--- src/rtl/vidblank_pkg.sv ---
package vidblank_pkg;

    typedef enum logic [1:0] {
        CAP_PICTURE = 2'b00,
        CAP_VBLANK  = 2'b01,
        CAP_FIELD   = 2'b10,
        CAP_FIELD2  = 2'b11
    } cap_mode_e;

    typedef enum logic [1:0] {
        PRE_IDLE  = 2'd0,
        PRE_ONES  = 2'd1,
        PRE_ZERO1 = 2'd2,
        PRE_ZERO2 = 2'd3
    } pre_state_e;

    typedef struct packed {
        logic       sync;
        logic       fld;
        logic       vblank;
        logic       in_pic;
        logic [1:0] mode;
    } track_t;

endpackage

--- src/rtl/vidblank_trc_detect.sv ---
module vidblank_trc_detect
    import vidblank_pkg::*;
#(
    parameter int BYTE_W = 8,
    parameter int F_POS  = 6,
    parameter int V_POS  = 5,
    parameter int H_POS  = 4
) (
    input  logic              clk,
    input  logic              rst_n,
    input  logic [BYTE_W-1:0] in_byte,
    input  logic              in_vld,
    output logic              is_code,
    output logic              stat_stb,
    output logic              stat_f,
    output logic              stat_v,
    output logic              stat_h
);
    localparam logic [BYTE_W-1:0] ALL_ONES  = '1;
    localparam logic [BYTE_W-1:0] ALL_ZEROS = '0;

    pre_state_e st_d, st_q;

    always_comb begin
        st_d     = st_q;
        is_code  = 1'b0;
        stat_stb = 1'b0;
        if (in_vld) begin
            if (st_q == PRE_ZERO2) begin
                is_code  = 1'b1;
                stat_stb = 1'b1;
                st_d     = PRE_IDLE;
            end else if (in_byte == ALL_ONES) begin
                is_code = 1'b1;
                st_d    = PRE_ONES;
            end else if (st_q == PRE_ONES && in_byte == ALL_ZEROS) begin
                is_code = 1'b1;
                st_d    = PRE_ZERO1;
            end else if (st_q == PRE_ZERO1 && in_byte == ALL_ZEROS) begin
                is_code = 1'b1;
                st_d    = PRE_ZERO2;
            end else begin
                st_d = PRE_IDLE;
            end
        end
    end

    assign stat_f = in_byte[F_POS];
    assign stat_v = in_byte[V_POS];
    assign stat_h = in_byte[H_POS];

    always_ff @(posedge clk or negedge rst_n) begin
        if (!rst_n) st_q <= PRE_IDLE;
        else        st_q <= st_d;
    end

endmodule

--- src/rtl/vidblank_tracker.sv ---
module vidblank_tracker
    import vidblank_pkg::*;
(
    input  logic       clk,
    input  logic       rst_n,
    input  logic       stat_stb,
    input  logic       stat_f,
    input  logic       stat_v,
    input  logic       stat_h,
    input  logic [1:0] mode_cfg,
    output track_t     trk_q
);
    track_t trk_d;

    always_comb begin
        trk_d = trk_q;
        if (stat_stb) begin
            if (!trk_q.sync || (stat_f != trk_q.fld)) trk_d.mode = mode_cfg;
            trk_d.sync   = 1'b1;
            trk_d.fld    = stat_f;
            trk_d.vblank = stat_v;
            trk_d.in_pic = ~stat_h;
        end
    end

    always_ff @(posedge clk or negedge rst_n) begin
        if (!rst_n) trk_q <= '{sync: 1'b0, fld: 1'b0, vblank: 1'b0, in_pic: 1'b0, mode: CAP_PICTURE};
        else        trk_q <= trk_d;
    end

endmodule

--- src/rtl/vidblank_fwd.sv ---
module vidblank_fwd
    import vidblank_pkg::*;
#(
    parameter int BYTE_W = 8
) (
    input  logic              clk,
    input  logic              rst_n,
    input  logic [BYTE_W-1:0] in_byte,
    input  logic              in_vld,
    input  logic              is_code,
    input  logic              stat_stb,
    input  logic              stat_h,
    input  track_t            trk,
    output logic [BYTE_W-1:0] out_byte,
    output logic              out_vld,
    output logic              out_line_start
);
    typedef struct packed {
        logic              vld;
        logic [BYTE_W-1:0] data;
        logic              lstart;
        logic              pend;
    } fwd_t;

    fwd_t f_d, f_q;
    logic take;

    always_comb begin
        take = 1'b0;
        if (in_vld && trk.sync) begin
            case (cap_mode_e'(trk.mode))
                CAP_PICTURE: take = trk.in_pic && !trk.vblank && !is_code;
                CAP_VBLANK:  take = trk.vblank;
                default:     take = 1'b1;
            endcase
        end

        f_d        = f_q;
        f_d.vld    = take;
        f_d.lstart = take && f_q.pend;
        if (take) begin
            f_d.data = in_byte;
            f_d.pend = 1'b0;
        end
        if (stat_stb && stat_h) f_d.pend = 1'b1;
    end

    always_ff @(posedge clk or negedge rst_n) begin
        if (!rst_n) f_q <= '0;
        else        f_q <= f_d;
    end

    assign out_byte       = f_q.data;
    assign out_vld        = f_q.vld;
    assign out_line_start = f_q.lstart;

endmodule

--- src/rtl/vidblank_filter.sv ---
module vidblank_filter
    import vidblank_pkg::*;
#(
    parameter int BYTE_W = 8,
    parameter int F_POS  = 6,
    parameter int V_POS  = 5,
    parameter int H_POS  = 4
) (
    input  logic              clk,
    input  logic              rst_n,
    input  logic [BYTE_W-1:0] in_byte,
    input  logic              in_vld,
    input  logic [1:0]        mode_cfg,
    output logic [BYTE_W-1:0] out_byte,
    output logic              out_vld,
    output logic              out_line_start
);
    logic   is_code, stat_stb, stat_f, stat_v, stat_h;
    track_t trk_q;

    vidblank_trc_detect #(
        .BYTE_W(BYTE_W), .F_POS(F_POS), .V_POS(V_POS), .H_POS(H_POS)
    ) u_detect (
        .clk(clk), .rst_n(rst_n), .in_byte(in_byte), .in_vld(in_vld),
        .is_code(is_code), .stat_stb(stat_stb),
        .stat_f(stat_f), .stat_v(stat_v), .stat_h(stat_h)
    );

    vidblank_tracker u_track (
        .clk(clk), .rst_n(rst_n), .stat_stb(stat_stb),
        .stat_f(stat_f), .stat_v(stat_v), .stat_h(stat_h),
        .mode_cfg(mode_cfg), .trk_q(trk_q)
    );

    vidblank_fwd #(.BYTE_W(BYTE_W)) u_fwd (
        .clk(clk), .rst_n(rst_n), .in_byte(in_byte), .in_vld(in_vld),
        .is_code(is_code), .stat_stb(stat_stb), .stat_h(stat_h), .trk(trk_q),
        .out_byte(out_byte), .out_vld(out_vld), .out_line_start(out_line_start)
    );

endmodule

--- config.mk ---
export PLATFORM = sky130hd
export DESIGN_NAME = vidblank_filter
export DESIGN_NICKNAME = d
export VERILOG_FILES = /design/src/rtl/vidblank_pkg.sv /design/src/rtl/vidblank_trc_detect.sv /design/src/rtl/vidblank_tracker.sv /design/src/rtl/vidblank_fwd.sv /design/src/rtl/vidblank_filter.sv
export SDC_FILE = /design/constraint.sdc
export NUM_CORES = 1
export LEC_CHECK = 0
export ABC_AREA = 0
export BUFFER_PORTS_ARGS = -buffer_cell sky130_fd_sc_hd__buf_2
export CORE_AREA = 8 8 50 72
export DETAILED_ROUTE_END_ITERATION = 16
export DIE_AREA = 0 0 58 80
export HOLD_SLACK_MARGIN = 0.02
export PLACE_DENSITY = 0.55
export RECOVER_POWER = 50
export SLEW_MARGIN = 15
export SYNTH_ARGS = -nofsm -noshare
export SYNTH_HDL_FRONTEND = slang
export SYNTH_SLANG_ARGS = --single-unit
--- constraint.sdc ---
create_clock -name clk -period 3.13 [get_ports clk]
set_input_delay 0.7825 -clock clk [delete_from_list [all_inputs] [get_ports clk]]
set_output_delay 0.7825 -clock clk [all_outputs]
set_load 0.005 [all_outputs]
==> flow_summary.ini <==
[run_status]
status = finished, final reports clean

[pwr]
power.share.sequential = 0.566
p_switching_uw = 90.96
internal_power_uw = 342.9
power.share.clock = 0.388
comb_power_share = 0.045
power-per-cell-area_nw_per_um2 = 424.9
worst_ir_drop_vdd_mv = 0.1859
leakage_uw = 0.0005165
power_switching_share = 0.2097

[synthesis]
netlist_top_cells_area = sky130_fd_sc_hd__dfrtp_1, sky130_fd_sc_hd__mux2_4, sky130_fd_sc_hd__buf_4
ys.flop_type = sky130_fd_sc_hd__dfrtp_1
synth_xor_xnor_area_share = 0.01934
yosys-mux-area-fraction = 0.1782
yosys.cell_count.top_type = sky130_fd_sc_hd__dfrtp_1
synthDominantAreaCellType = sky130_fd_sc_hd__dfrtp_1
ys_types = 24
netlist_top_cells_count = sky130_fd_sc_hd__dfrtp_1, sky130_fd_sc_hd__buf_4, sky130_fd_sc_hd__mux2_4
synth_area_um2 = 905.9
synth_simple_gate_area_frac = 0.1036
synthesis.yosys.warnings = 0
synth_enable_flop_cells = 0
dominant_combinational_cell_family_by_area_after_synthesis = multiplexers
synth.net_count = 86
compound_gate_fraction_of_synth_area = 0.07873
ys_seq_elements = 19
post_synth_fa_ha_maj_area_fraction = 0
synth-seq-area-share = 0.5249
fraction_of_registers_with_async_set_reset = 1.000
post-synth-top-area-fraction = 0.5249
avgSynthCellArea_um2 = 12.41
post_synth_inst_count = 73

[timing]
post-route-min-period_ns = 2.408
clock.fmax_ghz = 0.4153
fin_crit_sh = 0.7694
slew_violations = 0
unrepaired_setup_endpoints_after_global_routing = no
clock_skew_ns = 0.003126
tns_ns = 0
max_slew_margin = 0.2246
finalSetupViolations = 0
worst_pin_slew_ns = 1.163
hold_viol = 0

[finish]
area_added_between_synthesis_and_finish_pct = 12.71
final_core_utilization = 0.3942
filler_cell_count = 265
regArea_um2 = 475.5
antenna_diode_instance_count = 0
drive_gt1_frac = 0.4176
multiInputGateArea_um2 = 344.1
nets = 105

[detailed_routing]
dr_total_vias = 580
remaining_antenna_violation_count = 0
pre_repair_dr_iteration_count = 4
finalWirelength_um = 1771
route.detailed.drc = 0
post_drt_via_cell_ratio = 5.000
drt_iter0_drc = 2
wl_per_cell_um = 15.27

[clocking]
htreeDepth = 1
cts.sinks = 19
cts-hold-fix-buffers = 0
postCtsResizedCells = 0
cts_post_setup_buffers_inserted = 0
cts_made_buffers = 3
worst_skew_pair.late_latency_ns = 0.25
clk_pin_slew_worst_paths_ns = 0.07
tritoncts_clock_tree = built
cts_max_path_buffers = 2
clock_tree.root_cell = sky130_fd_sc_hd__clkbuf_8

[setup_path]
cpMaxStageDelayCell = sky130_fd_sc_hd__a221oi_2
critPathKind = in2reg
crit_path_start_kind = input port
worst-r2r-cell-count = 4
cp_data_required_time_ns = 3.27
critical_path_arrival_ns = 2.55
critPathMaxFanout = 11
critPathMaxStageDelay_ns = 0.96
cp_cell_sequence = buf_2 -> nand4_1 -> o211ai_1 -> a221oi_2 -> mux2_2
rrSetupSlack_ns = 0.88
crit_path_end_kind = register

[placed_design]
place_hpwl_um = 1395
routabilityCongestion = 0.6853
place.port_buffers = 22

[die]
die-width_um = 58
ios = 23
design.die.area_um2 = 4640
core_um2 = 2590
initial_utilization = 0.3498
rows = 23
chipHeight_um = 80

[global_route]
grt_start_max_net_pins = 20
grt_pass1_wl_um = 2856
grt_use_total = 0.08203
grt_antenna_before_repair = 0
first_global_vias = 616
overflow_after_grt = 0

[min_path]
holdPathStages = 2
holdCritPathClass = reg2reg

[flow_run]
timing.max_cap.violations = 0
## per-layer routing
| layer | track usage | share of wire | vias to the layer above | wire length, um |
|---|---|---|---|---|
| li1 | - | - | 287 | - |
| met1 | 0.08507 | 0.41 | 277 | 724 |
| met2 | 0.1424 | 0.52 | 14 | 920 |
| met3 | 0.01129 | 0.051 | 2 | 91 |
| met4 | 0.06650 | 0.020 | 0 | 36 |
| met5 | 0 | 0 | - | 0 |
## power by group through the flow
stage,combinational [uW],sequential (uW),clock [uW]
after floorplan,3.57,250,0
after global placement,20.0,250,0
after detailed placement,20.7,250,0
after CTS,20.6,246,172
after global routing,22.4,245,185
final,19.7,246,169
## flip-flops by register name, indices dropped and copies added (netlist names)
register / cells
u_detect.st_q: 2
u_fwd.out_vld: 1
u_fwd.out_byte: 8
u_track.trk_q: 6
u_fwd.f_q: 1
u_fwd.out_line_start: 1
## kinds of logic after synthesis
kind of cell           after synthesis
buffers and inverters               13
AND/OR/NAND/NOR                     16
AO/OA/AOI/OAI                       11
XOR/XNOR                             2
flip-flops                          19
multiplexers                        12
## stage by stage
step           area, um^2  instances  worst slack, ns  hold slack [ns]  power, uW
4_1_cts              1028        116           0.7333           0.4702      438.1
2_1_floorplan       905.9         73           0.9922           0.4419      253.9
5_1_grt              1021        116           0.5935           0.5045      452.7
6_report             1021        116           0.7219           0.4818      433.8
3_5_place_dp        983.4        112           0.4492           0.4697      271.0
3_3_place_gp        983.4        112           0.5118           0.4611      270.3
## worst max-delay path, delay by kind of cell
kind / cells / cell delay (ns)
muxes: 1 / 0.42
and+or+nand+nor: 1 / 0.15
buffers and inverters: 1 / 0.13
AOI/OAI and AO/OA: 2 / 1.07
## final timing paths
path / startpoint / to
max in group asynchronous: rst_n / u_track.trk_q[4]
max reg2reg: u_detect.st_q[1] / u_fwd.out_byte[2]
max: in_byte[6] / u_fwd.out_byte[2]
min reg2reg: u_track.trk_q[2] / u_track.trk_q[2]
min: u_track.trk_q[2] / u_track.trk_q[2]
min in group asynchronous: rst_n / u_track.trk_q[0]
## cells in the final DEF (no fill, tap or decap)
cell type,netlist,layout
sky130_fd_sc_hd__xnor2_1,1,1
sky130_fd_sc_hd__clkbuf_1,0,5
sky130_fd_sc_hd__a211oi_1,1,1
sky130_fd_sc_hd__dfrtp_1,19,19
sky130_fd_sc_hd__a221oi_2,1,1
sky130_fd_sc_hd__xor2_1,1,1
sky130_fd_sc_hd__nand2_1,2,2
sky130_fd_sc_hd__o211ai_1,1,1
sky130_fd_sc_hd__mux2_4,7,7
sky130_fd_sc_hd__nor2_1,1,1
sky130_fd_sc_hd__o22ai_1,1,1
sky130_fd_sc_hd__clkbuf_8,0,3
sky130_fd_sc_hd__inv_1,4,4
sky130_fd_sc_hd__nor2_2,1,1
sky130_fd_sc_hd__nor3_1,2,2
sky130_fd_sc_hd__mux2_2,5,5
sky130_fd_sc_hd__o21ai_0,4,4
sky130_fd_sc_hd__nand4_1,2,2
sky130_fd_sc_hd__a21oi_1,3,3
sky130_fd_sc_hd__buf_2,0,19
sky130_fd_sc_hd__nand2b_1,1,1
sky130_fd_sc_hd__and2_2,2,2
sky130_fd_sc_hd__nor3b_1,1,1
sky130_fd_sc_hd__nand3_1,2,2
sky130_fd_sc_hd__or4_1,2,2
## final cells by class
cell class	instances	share of cell area
Clock buffer	4	0.04412
Multi-Input combinational cell	41	0.3370
Timing Repair Buffer	23	0.1078
Sequential cell	19	0.4657
Tap cell	25	0.03064
Inverter	4	0.01471
(Power assumes the default switching activity.)
